**config.mk**
```make
export PLATFORM = sky130hd
export DESIGN_NAME = evt_stamp_top
export DESIGN_NICKNAME = d
export VERILOG_FILES = /design/src/rtl/evt_pkg.sv /design/src/rtl/evt_sync.sv /design/src/rtl/evt_edge.sv /design/src/rtl/evt_capture.sv /design/src/rtl/evt_stamp_top.sv
export SDC_FILE = /design/constraint.sdc
export NUM_CORES = 1
export LEC_CHECK = 0
export ABC_CLOCK_PERIOD_IN_PS = 3600
export BUFFER_PORTS_ARGS = -buffer_cell sky130_fd_sc_hd__buf_2
export CORE_ASPECT_RATIO = 1.25
export CORE_MARGIN = 4
export CORE_UTILIZATION = 30
export DETAILED_ROUTE_END_ITERATION = 6
export HOLD_SLACK_MARGIN = 0.1
export PLACE_DENSITY_LB_ADDON = 0.3
export SYNTH_ARGS = -nofsm -noshare
export SYNTH_HDL_FRONTEND = slang
export SYNTH_SLANG_ARGS = --single-unit
```
**constraint.sdc**
```tcl
create_clock -name clk -period 3.6 [get_ports clk]
set_input_delay 0.18 -clock clk [delete_from_list [all_inputs] [get_ports clk]]
set_output_delay 0.18 -clock clk [all_outputs]
set_load 0.01 [all_outputs]
```
**src/rtl/evt_pkg.sv**
```systemverilog
package evt_pkg;
  localparam int unsigned DEF_TS_W  = 48;
  localparam int unsigned DEF_SYNC  = 2;

  typedef enum logic [1:0] {
    ACT_IDLE  = 2'd0,
    ACT_LOAD  = 2'd1,
    ACT_LOSE  = 2'd2,
    ACT_CLEAR = 2'd3
  } cap_act_e;
endpackage

```
**src/rtl/evt_sync.sv**
```systemverilog
module evt_sync #(
  parameter int unsigned STAGES = 2
) (
  input  logic clk,
  input  logic rst,
  input  logic d_async,
  output logic d_sync
);
  localparam int unsigned LAST = STAGES - 1;

  logic [LAST:0] chain;

  always_ff @(posedge clk) begin
    if (rst) chain[0] <= 1'b0;
    else     chain[0] <= d_async;
  end

  generate
    for (genvar i = 1; i < STAGES; i++) begin : g_stage
      always_ff @(posedge clk) begin
        if (rst) chain[i] <= 1'b0;
        else     chain[i] <= chain[i-1];
      end
    end
  endgenerate

  assign d_sync = chain[LAST];
endmodule

```
**src/rtl/evt_edge.sv**
```systemverilog
module evt_edge (
  input  logic clk,
  input  logic rst,
  input  logic lvl,
  output logic rise
);
  logic lvl_d;

  always_ff @(posedge clk) begin
    if (rst) lvl_d <= 1'b0;
    else     lvl_d <= lvl;
  end

  assign rise = lvl & ~lvl_d;
endmodule

```
**src/rtl/evt_capture.sv**
```systemverilog
module evt_capture
  import evt_pkg::*;
#(
  parameter int unsigned TS_W = DEF_TS_W
) (
  input  logic            clk,
  input  logic            rst,
  input  logic            rise,
  input  logic [TS_W-1:0] tod_us,
  input  logic            irq_en,
  input  logic            ack,
  output logic [TS_W-1:0] stamp_q,
  output logic            stamp_vld,
  output logic            overrun,
  output logic            irq
);
  cap_act_e act;
  logic     vld_nxt;

  always_comb begin
    act = ACT_IDLE;
    if (rise && (!stamp_vld || ack)) act = ACT_LOAD;
    else if (rise)                   act = ACT_LOSE;
    else if (ack)                    act = ACT_CLEAR;
  end

  always_comb begin
    vld_nxt = stamp_vld;
    case (act)
      ACT_LOAD:  vld_nxt = 1'b1;
      ACT_CLEAR: vld_nxt = 1'b0;
      default:   vld_nxt = stamp_vld;
    endcase
  end

  always_ff @(posedge clk) begin
    if (rst) begin
      stamp_q   <= '0;
      stamp_vld <= 1'b0;
      overrun   <= 1'b0;
      irq       <= 1'b0;
    end else begin
      stamp_vld <= vld_nxt;
      irq       <= vld_nxt & irq_en;
      case (act)
        ACT_LOAD: begin
          stamp_q <= tod_us;
          overrun <= 1'b0;
        end
        ACT_LOSE:  overrun <= 1'b1;
        ACT_CLEAR: overrun <= 1'b0;
        default:   overrun <= overrun;
      endcase
    end
  end
endmodule

```
**src/rtl/evt_stamp_top.sv**
```systemverilog
module evt_stamp_top
  import evt_pkg::*;
#(
  parameter int unsigned TS_W      = DEF_TS_W,
  parameter int unsigned SYNC_DEPTH = DEF_SYNC
) (
  input  logic            clk,
  input  logic            rst,
  input  logic            evt_in,
  input  logic [TS_W-1:0] tod_us,
  input  logic            irq_en,
  input  logic            ack,
  output logic [TS_W-1:0] stamp_q,
  output logic            stamp_vld,
  output logic            overrun,
  output logic            irq
);
  logic evt_s;
  logic edge_p;

  evt_sync #(.STAGES(SYNC_DEPTH)) u_sync (
    .clk     (clk),
    .rst     (rst),
    .d_async (evt_in),
    .d_sync  (evt_s)
  );

  evt_edge u_edge (
    .clk  (clk),
    .rst  (rst),
    .lvl  (evt_s),
    .rise (edge_p)
  );

  evt_capture #(.TS_W(TS_W)) u_cap (
    .clk       (clk),
    .rst       (rst),
    .rise      (edge_p),
    .tod_us    (tod_us),
    .irq_en    (irq_en),
    .ack       (ack),
    .stamp_q   (stamp_q),
    .stamp_vld (stamp_vld),
    .overrun   (overrun),
    .irq       (irq)
  );
endmodule

```
==> metrics.txt <==
start-to-end type of the worst setup path input port to flip-flop; area growth from synthesis to final layout 28.01%; cell area after layout just over 3000 µm²; portion of the clock cycle consumed by the worst path in the final layout around half; routability cong. around 0.66; mean post-synth cell area 10.48 µm²; count of boundary I/O pins approximately 100; root buffer cell sky130_fd_sc_hd__clkbuf_8; flop-to-flop setup slack about 2.0 ns; total wire length 4846 µm; maximum root-to-sink buffer count 2; cell area after placement just under 3000 µm²; Synth cell types 14; YS warnings 0; maximum number of pins on one net before global-route repair 74; Leak 1.344 nW; gate count after technology mapping between 200 and 250; Vias/cell 4.252; syn nets 278; fillcell total ~790; number of clock sinks seen by CTS 54; die area slightly above 9000 µm²; via count of the first global-routing pass 1771; antenna violation net count after detailed routing 0; share of post-route cells with drive strength above 1 35.80%; starting utilization of the core area between 30 and 40%; total negative slack 0 ns; H-Tree Depth 2; Port Buf Inserts just over 100; largest voltage drop on the vdd net ~0.00016 V; result of the run finished, final reports clean; highest-count cells in the layout ignoring fill and taps sky130_fd_sc_hd__buf_2, sky130_fd_sc_hd__nand2b_1, sky130_fd_sc_hd__dfxtp_1; unrepaired setup endpoints after global routing false; pwr dens between 300 and 400 nW/µm²; Num CTS Buffers 5; Clock transition at path regs roughly 0.10 ns; number of setup violations in the final report 0; number of endpoints with negative hold slack in the final report 0; Least-Margin Pin Slew roughly 0.85 ns; initial antenna violation count 0; category of the worst setup path capture point flip-flop; highest achievable clock rate ~0.57 GHz; number of cells upsized or downsized after cts 0; Initial DRC Count 56; largest clock skew in the final design between 0.006 and 0.007 ns; Final Power around 1.1 mW; relative slew slack a little over two fifths; via count roughly 1800; die width about 87 µm; number of placement rows 35; total of hold buffers inserted after clock tree synthesis 3; max-cap violations 0; pins over their slew limit 0; CTS tree built; number of remaining DRC errors 0; first-pass GRT wire length around 7900 µm; Overflow after GRT 0; per-cell routed wire length roughly 12 µm; post-CTS repair timing setup buffer count 0; #FFs+latches synth between 50 and 60; worst path required time between 3 and 4 ns; class of the most critical hold timing path input port to flip-flop; Startpoint Class input port; Layout Utilization about two fifths; estimated wirelength of the detail-placed design 3437 µm; largest fanout on the critical path 48; vertical die dimension around 110 µm; layout net count ~380; Post-Syn Area 2359 µm²; Clk Latency, worst-skew pair approximately 0.30 ns; number of detailed-route iterations in the first pass 4; GR Util All Layers about a tenth; core area between 7000 and 8000 µm²; number of antenna cells inserted 0; data arrival time at the worst-slack endpoint 1.99 ns; most common cell after layout, fill and taps aside sky130_fd_sc_hd__buf_2; post-synthesis sequential area ratio a little under half; minimum clock period 1.765 ns
==> kinds of logic after synthesis <==
group,count (synthesis),share of synthesized area [%]
AOI/OAI and AO/OA,1,0.2120
muxes,49,20.80
and+or+nand+nor,104,28.49
DFF,54,45.84
buffers and inverters,17,4.668
==> area by class of cell <==
type                            count  area (µm²)  share of cell area (%)
Sequential cell                    54        1081                   35.81
Clock buffer                        6       82.58                   2.735
Clock inverter                      2       12.51                  0.4144
Timing Repair Buffer              108       560.5                   18.57
Multi-Input combinational cell    154        1167                   38.67
Tap cell                           92       115.1                   3.813
==> worst paths after layout <==
kind / end / start / cells past startpoint
worst max-delay path: u_cap.stamp_q[35]$_SDFFE_PP0N_ / ack / 6
worst min-delay path: u_cap.stamp_q[2]$_SDFFE_PP0N_ / tod_us[2] / 3
worst max register to register: u_cap.stamp_q[35]$_SDFFE_PP0N_ / u_edge.lvl_d$_SDFF_PP0_ / 4
worst min register to register: u_sync.d_sync$_SDFF_PP0_ / u_sync.chain[0]$_SDFF_PP0_ / 1
==> metrics by stage <==
stage	setup slack, ns	std cells	hold slack (ns)
after floorplan	2.392	225	0.2593
after global placement	2.045	405	0.3640
after detailed placement	1.987	405	0.3783
after CTS	1.837	416	0.1131
after global routing	1.729	416	0.1204
final	1.835	416	0.1245
==> metal layers <==
layer / global-route usage [%] / part of all wire (%) / vias up / wire length [µm]
met5: 0 / 0 / - / 0
met2: 17.56 / 49 / 67 / 2360
met3: 3.766 / 9.0 / 5 / 434
li1: - / - / 907 / -
met4: 3.289 / 1.3 / 0 / 63
met1: 11.71 / 41 / 790 / 1987
==> critical path: stages <==
cell and delay, ns:
sky130_fd_sc_hd__dlygate4sd3_1 0.52, sky130_fd_sc_hd__buf_2 0.11, sky130_fd_sc_hd__nand2b_4 0.11, sky130_fd_sc_hd__nor2b_4 0.12
sky130_fd_sc_hd__buf_4 0.62, sky130_fd_sc_hd__mux2i_1 0.26
==> where the power goes <==
group	switching, mW	internal, mW
sequential	0.0108	0.618
clock	0.191	0.155
combinational	0.0610	0.0772
==> registers in the layout, indices dropped and copies added, names as in the netlist, named ones only <==
name / cells
u_sync.chain: 1
u_cap.stamp_q: 48
u_sync.d_sync: 1
u_cap.overrun: 1
u_cap.irq: 1
u_edge.lvl_d: 1
==> synthesized netlist by cell type <==
library cell	count	area [µm²]
sky130_fd_sc_hd__a21oi_1	1	5.000
sky130_fd_sc_hd__and2_1	1	6.260
sky130_fd_sc_hd__buf_2	1	5.000
sky130_fd_sc_hd__buf_4	2	15.01
sky130_fd_sc_hd__buf_6	2	22.52
sky130_fd_sc_hd__buf_8	2	30.03
sky130_fd_sc_hd__clkbuf_1	10	37.54
sky130_fd_sc_hd__dfxtp_1	54	1081
sky130_fd_sc_hd__mux2i_1	49	490.5
sky130_fd_sc_hd__nand2b_1	96	600.6
sky130_fd_sc_hd__nand2b_4	2	27.53
sky130_fd_sc_hd__nor2b_1	3	18.77
sky130_fd_sc_hd__nor2b_4	1	13.76
sky130_fd_sc_hd__nor3_1	1	5.000
Note: power is estimated with default switching activity, not from simulation.
